==> src/rtl/baud_gen_pkg.sv <==
// Package: shared widths, the settings record and the divider-code decode
// for the baud tick generator. Assumes the code values 0..4 are the only
// ones that select a divider; every other code means no divider stage.
package baud_gen_pkg;

    parameter int PRE_W     = 5;  // prescale field width
    parameter int CODE_W    = 3;  // divider code width
    parameter int MAX_SHIFT = 5;  // largest power-of-two divider exponent
    parameter int SHIFT_W   = $clog2(MAX_SHIFT + 1);

    typedef struct packed {
        logic [PRE_W-1:0]  pre;   // prescale count minus one
        logic [CODE_W-1:0] code;  // divider code
    } bg_cfg_t;

    // Decode a divider code into the exponent of its power-of-two ratio.
    function automatic logic [SHIFT_W-1:0] code_to_shift(input logic [CODE_W-1:0] code);
        logic [SHIFT_W-1:0] sh;
        if (int'(code) < MAX_SHIFT)
            sh = SHIFT_W'(int'(code) + 1);
        else
            sh = '0;
        return sh;
    endfunction

endpackage

==> src/rtl/bg_cfg_hold.sv <==
// Settings holder: extracts the prescale and divider-code fields from the
// select word and tracks them only while the generator is stopped, so a
// running period never sees a half-written setting.
// Assumes the field positions given by the parameters fit in SEL_W.
module bg_cfg_hold
    import baud_gen_pkg::*;
#(
    parameter int SEL_W    = 16,
    parameter int PRE_LSB  = 8,
    parameter int CODE_LSB = 0
) (
    input  logic             clk_i,
    input  logic             rst_ni,
    input  logic             run_i,
    input  logic [SEL_W-1:0] sel_i,
    output bg_cfg_t          cfg_o
);

    bg_cfg_t cfg_q;

    // Sample the fields every cycle the generator is idle; freeze while running.
    always_ff @(posedge clk_i) begin
        if (!rst_ni) begin
            cfg_q <= '0;
        end else if (!run_i) begin
            cfg_q.pre  <= sel_i[PRE_LSB +: PRE_W];
            cfg_q.code <= sel_i[CODE_LSB +: CODE_W];
        end
    end

    assign cfg_o = cfg_q;

endmodule

==> src/rtl/bg_prescaler.sv <==
// Prescaler: counts module clocks from zero up to the stored limit (value
// minus one) and flags the last cycle of each prescale period.
// Assumes the limit is stable while run_i is high.
module bg_prescaler
    import baud_gen_pkg::*;
(
    input  logic             clk_i,
    input  logic             rst_ni,
    input  logic             run_i,
    input  logic [PRE_W-1:0] limit_i,
    output logic [PRE_W-1:0] cnt_o,
    output logic             carry_o
);

    logic [PRE_W-1:0] cnt_q;
    logic             at_end;

    assign at_end = (cnt_q == limit_i);

    // Advance the count, wrap at the limit, hold at zero when stopped.
    always_ff @(posedge clk_i) begin
        if (!rst_ni || !run_i)
            cnt_q <= '0;
        else if (at_end)
            cnt_q <= '0;
        else
            cnt_q <= cnt_q + PRE_W'(1);
    end

    assign carry_o = run_i && at_end;
    assign cnt_o   = cnt_q;

endmodule

==> src/rtl/bg_binary_div.sv <==
// Post-divider: a chain of toggle stages advanced by the prescaler carry.
// The decoded shift masks the chain so that only the low 'shift' stages
// must all be one for a carry to become a tick; shift 0 passes every carry.
// Assumes shift_i is stable while run_i is high.
module bg_binary_div
    import baud_gen_pkg::*;
(
    input  logic               clk_i,
    input  logic               rst_ni,
    input  logic               run_i,
    input  logic               carry_i,
    input  logic [SHIFT_W-1:0] shift_i,
    output logic [MAX_SHIFT-1:0] cnt_o,
    output logic               tick_o
);

    logic [MAX_SHIFT-1:0] stage_q;
    logic [MAX_SHIFT:0]   lower_ones;
    logic [MAX_SHIFT-1:0] used_mask;

    assign lower_ones[0] = 1'b1;

    for (genvar k = 0; k < MAX_SHIFT; k++) begin : g_stage
        assign lower_ones[k+1] = lower_ones[k] & stage_q[k];
        assign used_mask[k]    = (int'(shift_i) > k);

        // Toggle this stage when every stage below it is one at a carry.
        always_ff @(posedge clk_i) begin
            if (!rst_ni || !run_i)
                stage_q[k] <= 1'b0;
            else if (carry_i && lower_ones[k])
                stage_q[k] <= ~stage_q[k];
        end
    end

    assign tick_o = carry_i && (&(stage_q | ~used_mask));
    assign cnt_o  = stage_q;

endmodule

==> src/rtl/baud_tick_gen.sv <==
// Baud tick generator top: a settings holder, a prescaler and a binary
// post-divider in series. The output pulses once every
// (prescale+1) * 2^shift module clocks while run_i is high. The first pulse
// falls on the last cycle of the first full period after enabling.
module baud_tick_gen
    import baud_gen_pkg::*;
#(
    parameter int SEL_W    = 16,
    parameter int PRE_LSB  = 8,
    parameter int CODE_LSB = 0
) (
    input  logic             clk_i,
    input  logic             rst_ni,
    input  logic             run_i,
    input  logic [SEL_W-1:0] clk_sel_i,
    output logic             half_tick_o
);

    bg_cfg_t              cfg;
    logic [PRE_W-1:0]     cfg_pre;
    logic [CODE_W-1:0]    cfg_code;
    logic [SHIFT_W-1:0]   shift;
    logic [PRE_W-1:0]     pre_cnt;
    logic [MAX_SHIFT-1:0] div_cnt;
    logic                 pre_carry;

    assign cfg_pre  = cfg.pre;
    assign cfg_code = cfg.code;
    assign shift    = code_to_shift(cfg_code);

    bg_cfg_hold #(
        .SEL_W    (SEL_W),
        .PRE_LSB  (PRE_LSB),
        .CODE_LSB (CODE_LSB)
    ) u_cfg (
        .clk_i  (clk_i),
        .rst_ni (rst_ni),
        .run_i  (run_i),
        .sel_i  (clk_sel_i),
        .cfg_o  (cfg)
    );

    bg_prescaler u_pre (
        .clk_i   (clk_i),
        .rst_ni  (rst_ni),
        .run_i   (run_i),
        .limit_i (cfg_pre),
        .cnt_o   (pre_cnt),
        .carry_o (pre_carry)
    );

    bg_binary_div u_div (
        .clk_i   (clk_i),
        .rst_ni  (rst_ni),
        .run_i   (run_i),
        .carry_i (pre_carry),
        .shift_i (shift),
        .cnt_o   (div_cnt),
        .tick_o  (half_tick_o)
    );

endmodule

==> config.mk <==
export PLATFORM = sky130hd
export DESIGN_NAME = baud_tick_gen
export DESIGN_NICKNAME = d
export VERILOG_FILES = /design/src/rtl/baud_gen_pkg.sv /design/src/rtl/bg_cfg_hold.sv /design/src/rtl/bg_prescaler.sv /design/src/rtl/bg_binary_div.sv /design/src/rtl/baud_tick_gen.sv
export SDC_FILE = /design/constraint.sdc
export NUM_CORES = 1
export LEC_CHECK = 0
export ABC_CLOCK_PERIOD_IN_PS = 1500
export CAP_MARGIN = 20
export CORE_MARGIN = 5
export CORE_UTILIZATION = 43
export DETAILED_ROUTE_END_ITERATION = 10
export PLACE_DENSITY_LB_ADDON = 0.15
export SLEW_MARGIN = 20
export SYNTH_ARGS = -nofsm -noshare
export SYNTH_HDL_FRONTEND = slang
export SYNTH_SLANG_ARGS = --single-unit
export TNS_END_PERCENT = 5
==> constraint.sdc <==
create_clock -name clk_i -period 1.5 [get_ports clk_i]
set_input_delay 0.225 -clock clk_i [delete_from_list [all_inputs] [get_ports clk_i]]
set_output_delay 0.225 -clock clk_i [all_outputs]
set_load 0.05 [all_outputs]
Word-level counts from Yosys, hierarchy flattened
Cells that the tools add are included.
- register bits: 18
- input bits: 19
- output and inout port bits: 1
- word-level logic and storage cells: 39
- add/subtract/negate cells: 2
- magnitude comparators: 6
- eq/ne operators: 1
- mux-type cells: 1
- bitwise operators: 10
- reductions and logical operators: 11
- operator list (cell ; count):
    > comparator 3 x 1 -> 1 bit (second input constant) ; 2
    > comparator 3 x 2 -> 1 bit (second input constant) ; 2
    logical AND 1 bit ; 6
    adder 5 x 1 -> 5 bit (second input constant) ; 1
    equality test 5 bit ; 1
    inverter 1 bit ; 5
    inverter 5 bit ; 1
    OR 5 bit ; 1
    AND reduction 5 bit ; 1
    adder 3 x 1 -> 3 bit (second input constant) ; 1
    AND 1 bit ; 3
    > comparator 3 bit (second input constant) ; 1
    < comparator 3 bit (second input constant) ; 1
    2-to-1 mux 3 bit ; 1
    zero test 1 bit ; 2
    OR reduction 2 bit ; 1
    logical OR 1 bit ; 1

Depth between registers and ports, before layout
Gate-level depths: netlist of the first run.
- depth in word-level cells: 7
- depth in mapped cells: 5
- depth with buffers taken out: 5

By module
Synthesis of the first run repeated with hierarchy kept, for this count alone.
- cells, all modules: 89
- area total of the unflattened synthesis: 860.8 µm²
- modules (own cells, without submodules) (module ; times used ; cells each ; area each (µm²) ; sequential area each (µm²)):
    bg_cfg_hold ; 1 ; 25 ; 301.5 ; 160.2
    bg_prescaler ; 1 ; 29 ; 270.3 ; 100.1
    bg_binary_div ; 1 ; 29 ; 244.0 ; 100.1
    baud_tick_gen ; 1 ; 6 ; 45.0 ; 0.0

Worst setup path before layout of the first run
Ideal clock, no wire load.
- kind: register to output
- start point: reg u_cfg.cfg_q (netlist bit u_cfg.cfg_o[0])
- end point: out half_tick_o
- arrival time: 1.426 ns
- data required time: 1.275 ns
- setup slack: -0.151 ns
- cell stages (with the launch flop): 6
- buffers on the path: 0
- cell sequence: dfxtp_1 ha_1 nor2b_1 o211ai_1 a21oi_1 o311a_1
- word-level cells in the longest chain between the ends: 7
- elaborated cells between the ends (all ways): 12
- classes of those cells: add/sub: 1; order compare: 6; mux: 1; bitwise: 2; reduce/logical: 2
- ends and longest elaborated chain (what ; RTL line ; source):
    from (decl) ; bg_cfg_hold.sv:19 ; bg_cfg_t cfg_q;
    adder 3 x 1 -> 3 bit or < comparator 3 bit (tied branches) ; baud_gen_pkg.sv:20, baud_gen_pkg.sv:19 ;
    2-to-1 mux 3 bit (*) ; baud_gen_pkg.sv:19 ; if (int'(code) < MAX_SHIFT)
    > comparator 3 x 1 -> 1 bit, or another cell as far along ; bg_binary_div.sv:25 ; assign used_mask[k] = (int'(shift_i) > k);
    inverter 5 bit (*) ; bg_binary_div.sv:36 ; assign tick_o = carry_i && (&(stage_q | ~used_mask));
    OR 5 bit (*) ; bg_binary_div.sv:36 ;
    AND reduction 5 bit (*) ; bg_binary_div.sv:36 ;
    logical AND 1 bit (*) ; bg_binary_div.sv:36 ;
    to (decl) ; baud_tick_gen.sv:16 ; output logic half_tick_o
Mark *: on every way between the ends. The rest lies on a longest branch, timed or not.

Worst setup path in the final report of the first run
Same ends and word-level chain as after synthesis.

==> results_dict.tcl, run 1 <==
set metrics [dict create \
    fillers 184 \
    dieWidth_um 54.42 \
    drv_cap 0 \
    critical_path_arrival_ns 1.68 \
    timing.final.crit_share_pct 127.2 \
    antenna_cells 0 \
    cts-root-buf "clkbuf_4" \
    grt_usage_pct 13.56 \
    port_buffers 11 \
    stdcell_count 140 \
    layout-drive-gt1-share_pct 25.66 \
    fmax_ghz 0.5243 \
    setup_slack_ns -0.4074 \
    postSynthCellCount 91 \
    drt-initial-drc-count 6 \
    violations "negative setup slack" \
    path_class "reg2out" \
    async_reset_ff_share_pct 0 \
    use_met3_pct 3.815 \
    top_usage_layer "met2" \
    ir_drop_uv 547.3 \
    syn_area_um2 848.3 \
    io_pins 20 \
    skew_ns 0.001197 \
    grt-ovfl-total 0 \
    status "finished with violations" \
    num_vias 697 \
    hpwlAfterDp_um 1185 \
    seq_area_frac_synth_pct 42.48 \
    synth_seq_cells 18 \
    multi_input_area_um2 509.2 \
    synth_edf_count 0 \
    nets 135 \
    cts_tree "done" \
    globalRouteMet1Util_pct 17.02 \
    start_util_pct 44.14 \
    pre_cts_ws_ns -0.1096 \
    p_leak_nw 0.4333 \
    hold_viol 0 \
    layout_commonest_cell "dfxtp_1" \
    finalPower_mw 0.9965 \
    min_period_ns 1.907 \
    place_inst 136 \
    clk_latency_ns 0.29 \
    syn_avg_cell_area_um2 9.322 \
    via_per_inst 4.979 \
    synth_top_flop_cell "dfxtp_1" \
    cts.sinks 18 \
    core_mm2 0.001922 \
    maxSlewViolCount 0 \
    die_y_um 54.42 \
    holdCritPathClass "reg2reg" \
    drc_errors 0 \
    ys_types 24 \
    areaGrowthSynthToFinish_pct 36.14 \
    grtUsageMet2_pct 21.31 \
    grt_pass1_wl_um 2877 \
    cp-end-kind "output pin" \
    worstSetupStartpointType "flop" \
    rows 16 \
    power_density_mw_per_mm2 862.9 \
    mostFrequentLayoutCells "11 x dfxtp_1, 10 x clkdlybuf4s50_1, 9 x nor2_1, 9 x nor2b_1, 9 x buf_4" \
    ys_warn_count 0 \
    die-area_mm2 0.002961 \
    wire_per_inst_um 11.17 \
    dpl-instance-area_mm2 0.001069 \
    routabilityCongestion 0.7155 \
    grt_max_degree 13 \
    postCtsSetupBuffers 0 \
    rsz0062_at_grt "yes" \
    cts-buffers-inserted 3 \
    clk_pin_slew_worst_paths_ns 0.11 \
    tightest_slew_ns 0.3748 \
    critPathRequiredTime_ns 1.27 \
    clk_path_buf_depth 2 \
    htreeDepth 1 \
    cp_max_fo 3 \
    stdcell_area_mm2 0.001155 \
    synth_fp_nets 112 \
    drt-total-wl_um 1564 \
    drtPass1Iterations 4 \
    grt_pass1_vias 689 \
    setup_viol 1 \
    max_slew_margin_pct 74.96 \
    regArea_um2 369.1 \
    antenna_found_initial 0 \
    ant_nets 0 \
]
[cell usage after synthesis, drive strengths merged (3+ instances only)]
cell    n  area, um2
nor2    9      33.78
or4     4      30.03
nand3   4      20.02
mux2i   8      80.08
nor2b   9      56.30
xnor2   6      52.55
o31ai   4      30.03
nand2   4      15.01
dfxtp  18      360.4
xor2    3      26.28
a21oi   7      35.03
[registers in the layout, summed over array words and instances, names as in the netlist]
signal,count
u_div.cnt_o,5
u_pre.cnt_o,5
u_cfg.cfg_o,8
[area by class of cell]
cell class,instances,area share (%)
clock buffers,4,3.142
flip-flops and latches,18,31.96
inverters,2,0.6501
well taps,27,2.925
repair buffers,21,17.23
multi-input cells,68,44.10
[cell families after synthesis]
group	after synthesis	share of synthesized area [%]
simple gates	33	20.50
flops	18	42.48
compound gates	16	12.09
xor+xnor	9	9.293
mux	8	9.440
buf+inv	5	3.244
fa+ha+maj	2	2.949
[routing by layer]
metal	up-vias	part of all wire, %
met1	317	49
met3	4	3.3
met5	-	0
li1	365	-
met2	11	46
met4	0	1.9
[metrics by stage]
| stage | util (%) | hold WS (ns) | TNS (ns) |
|---|---|---|---|
| 3_3_place_gp | 55.60 | 0.4687 | -0.1244 |
| 6_report | 60.09 | 0.4918 | -0.4074 |
| 4_1_cts | 58.33 | 0.4913 | -0.4180 |
| 3_5_place_dp | 55.60 | 0.4737 | -0.1096 |
| 2_1_floorplan | - | 0.3532 | -0.01156 |
| 5_1_grt | 60.09 | 0.5419 | -0.6520 |
[critical path: stages (launching register included)]
cell	delay, ns
dfxtp_2	0.35
ha_4	0.27
nor2b_1	0.04
o211ai_1	0.15
a21oi_1	0.10
o311a_4	0.32
buf_12	0.15
[report_power, final]
part / internal, mW / switching (mW)
Clock: 0.148 / 0.159
Combinational: 0.0955 / 0.0777
Sequential: 0.498 / 0.0180
[worst paths after layout]
path                                                   from  slack [ns]  cells after the start                     endpoint
worst max-delay path            u_cfg.cfg_o[0]$_SDFFE_PN0N_       -0.41                      6                  half_tick_o
worst min-delay path            u_div.cnt_o[4]$_SDFFE_PP0P_        0.49                      2  u_div.cnt_o[4]$_SDFFE_PP0P_
worst max register to register    u_pre.cnt_o[2]$_SDFF_PP0_        0.03                      5  u_div.cnt_o[4]$_SDFFE_PP0P_
worst min register to register  u_div.cnt_o[4]$_SDFFE_PP0P_        0.49                      2  u_div.cnt_o[4]$_SDFFE_PP0P_
[repair_timing]
item	in CTS	in global routing
pin swaps	2	4
setup endpoints to repair	2	5
resized for setup	4	10
hold buffers	0	0
cloned	0	0
No activity file was read; power rests on OpenSTA's default activity.
==> run 2: changes to the inputs <==
Settings changed: SKIP_CTS_REPAIR_TIMING set to 1.
==> results of run 2 <==
Same layout as run 1: the final DEF is identical, and so are final timing and power.
Main changes from that run: wire length of the first global-routing pass 2877 um -> 2760 um; via count of the first global-routing pass 689 -> 682; overall routing resource usage 13.56% -> 12.88%; met1 usage 17.02% -> 16.20%; met2 usage 21.31% -> 20.52%; met3 usage 3.815% -> 2.997%
==> run 3: changes to the inputs <==
Settings changed: CORE_MARGIN 5 to 10.
==> run 3 against run 2 <==
The run still ends with negative setup slack left. Fmax down 0.32%. Highest routed layer unchanged. Via count down 1.0%. Worst hold slack gained 0.016 ns. Clock skew up 0.0027 ns. Clock-buffer cell count is the same. Non-clock buffer count unchanged. Cell count unchanged. Die area increased by 40%.
==> results_dict.tcl, run 3 (synthesized netlist as in run 1, its figures left out) <==
set metrics [dict create \
    status "finished with violations" \
    violations "negative setup slack" \
    grt_pass1_vias 596 \
    hold_path_depth 2 \
    hold_start "u_div.cnt_o[4]$_SDFFE_PP0P_" \
    crit_chain "ha_4 > nor2b_1 > o211ai_1 > a21oi_1 > o311a_4 > buf_12" \
    timing.final.crit_share_pct 127.6 \
    drv_cap 0 \
    r2r_end "u_div.cnt_o[3]$_SDFFE_PP0P_" \
    die_y_um 64.42 \
    dieWidth_um 64.42 \
    die-area_mm2 0.004149 \
    ir_drop_uv 530.4 \
    rr_worst_depth 5 \
    setup_viol 1 \
    num_vias 690 \
    hold-path-endpoint "u_div.cnt_o[4]$_SDFFE_PP0P_" \
    htreeDepth 1 \
    clk_latency_ns 0.29 \
    port_buffers 11 \
    mostFrequentLayoutCells "10 x clkdlybuf4s50_1, 10 x dfxtp_1, 9 x nor2_1, 9 x nor2b_1, 9 x buf_4" \
    power.share.sequential_pct 52.1 \
    cts-buffers-inserted 3 \
    ant_nets 0 \
    drtPass1Iterations 2 \
    cts_tree "done" \
    clk_pin_slew_worst_paths_ns 0.11 \
    slowest_stage "dfxtp_2" \
    hold_viol 0 \
    holdCritPathClass "reg2reg" \
    drc_errors 0 \
    hpwlAfterDp_um 1221 \
    cts-root-buf "clkbuf_4" \
    largest_register_ffs 8 \
    critPathRequiredTime_ns 1.27 \
    antenna_cells 0 \
    drt-total-wl_um 1682 \
    antenna_found_initial 0 \
    nets 135 \
    fmax_ghz 0.5226 \
    core_mm2 0.001922 \
    cts.sinks 18 \
    fin_util_pct 59.57 \
    routabilityCongestion 0.7866 \
    switchingPower_mw 0.2493 \
    worstSetupStartpointType "flop" \
    critical_path_arrival_ns 1.69 \
    rows 16 \
    start_util_pct 44.14 \
    hold_ws_ns 0.5078 \
    areaGrowthSynthToFinish_pct 34.96 \
    path_class "reg2out" \
    grt_pass1_wl_um 2587 \
    max_slew_margin_pct 75.69 \
    cp_max_fo 3 \
    grt-ovfl-total 0 \
    pwr-share-clk_pct 30.6 \
    io_pins 20 \
    intPower_mw 0.7394 \
    min_period_ns 1.913 \
    via_per_inst 4.929 \
    tightest_slew_ns 0.3639 \
    grt_usage_pct 7.598 \
    swShare_pct 25.21 \
    grt_max_degree 13 \
    combPwrFrac_pct 17.3 \
    layout-drive-gt1-share_pct 24.78 \
    power_density_mw_per_mm2 863.6 \
    p_leak_nw 0.4309 \
    drt-initial-drc-count 22 \
    cp-end-kind "output pin" \
    rsz0062_at_grt "yes" \
    maxSlewViolCount 0 \
    setup_slack_ns -0.4135 \
    wire_per_inst_um 12.01 \
    fillers 180 \
    r2r_start "u_cfg.cfg_o[5]$_SDFFE_PN0N_" \
    r2r_slack_ns 0.02 \
    skew_ns 0.003888 \
    cpPeakStageDelay_ns 0.35 \
    clk_path_buf_depth 2 \
]
## run 3: cell type report
class	instances	area, um2	share of cell area (%)
inverter	2	7.507	0.6557
sequential	18	370.4	32.35
tap	27	33.78	2.951
multi-input combinational	68	498.0	43.50
timing repair buffer	21	198.9	17.38
clock buffer	4	36.28	3.169
## run 3: power by group through the flow
stage                     clock network (mW)  logic [mW]  registers, mW
after global routing                   0.329       0.187          0.518
after floorplan                            0       0.101          0.520
after global placement                     0       0.159          0.521
final                                  0.303       0.171          0.515
after CTS                              0.315       0.162          0.511
after detailed placement                   0       0.162          0.522
## run 3: per-stage QoR
step                cells  setup slack, ns  total power, mW  setup TNS [ns]  cell area [um2]
CTS                   140          -0.4721           0.9876         -0.4721             1105
floorplan              91         -0.01156           0.6209        -0.01156            859.6
global placement      136          -0.1253           0.6801         -0.1253             1069
finish                140          -0.4135           0.9887         -0.4135             1145
detailed placement    136          -0.1228           0.6833         -0.1228             1069
global route          140          -0.4998            1.034         -0.5631             1145
## run 3: worst max path at each step
stage	startpoint	to	slack [ns]	cells after the start
4_1_cts	u_cfg.cfg_o[1]$_SDFFE_PN0N_	half_tick_o	-0.47	6
3_5_place_dp	u_cfg.cfg_o[1]$_SDFFE_PN0N_	half_tick_o	-0.12	6
6_report	u_cfg.cfg_o[1]$_SDFFE_PN0N_	half_tick_o	-0.41	6
2_1_floorplan	u_cfg.cfg_o[0]$_SDFFE_PN0N_	half_tick_o	-0.01	5
3_3_place_gp	u_cfg.cfg_o[0]$_SDFFE_PN0N_	half_tick_o	-0.13	6
5_1_grt	u_cfg.cfg_o[1]$_SDFFE_PN0N_	half_tick_o	-0.50	6
## run 3: critical path, delay by kind of cell, from the launching register on
kind                     cells  cell delay, ns
AO/OA/AOI/OAI                3            0.59
buffers and inverters        1            0.15
AND/OR/NAND/NOR              1            0.04
flip-flops                   1            0.35
adder cells (fa/ha/maj)      1            0.27
## run 3: metal layers
layer / vias up / routed length [um] / GRT usage (%) / part of all wire [%]
li1: 364 / - / - / -
met2: 9 / 747 / 10.22 / 44
met1: 315 / 859 / 10.42 / 51
met3: 2 / 59 / 2.921 / 3.5
met4: 0 / 17 / 3.209 / 1.0
met5: - / 0 / 0 / 0
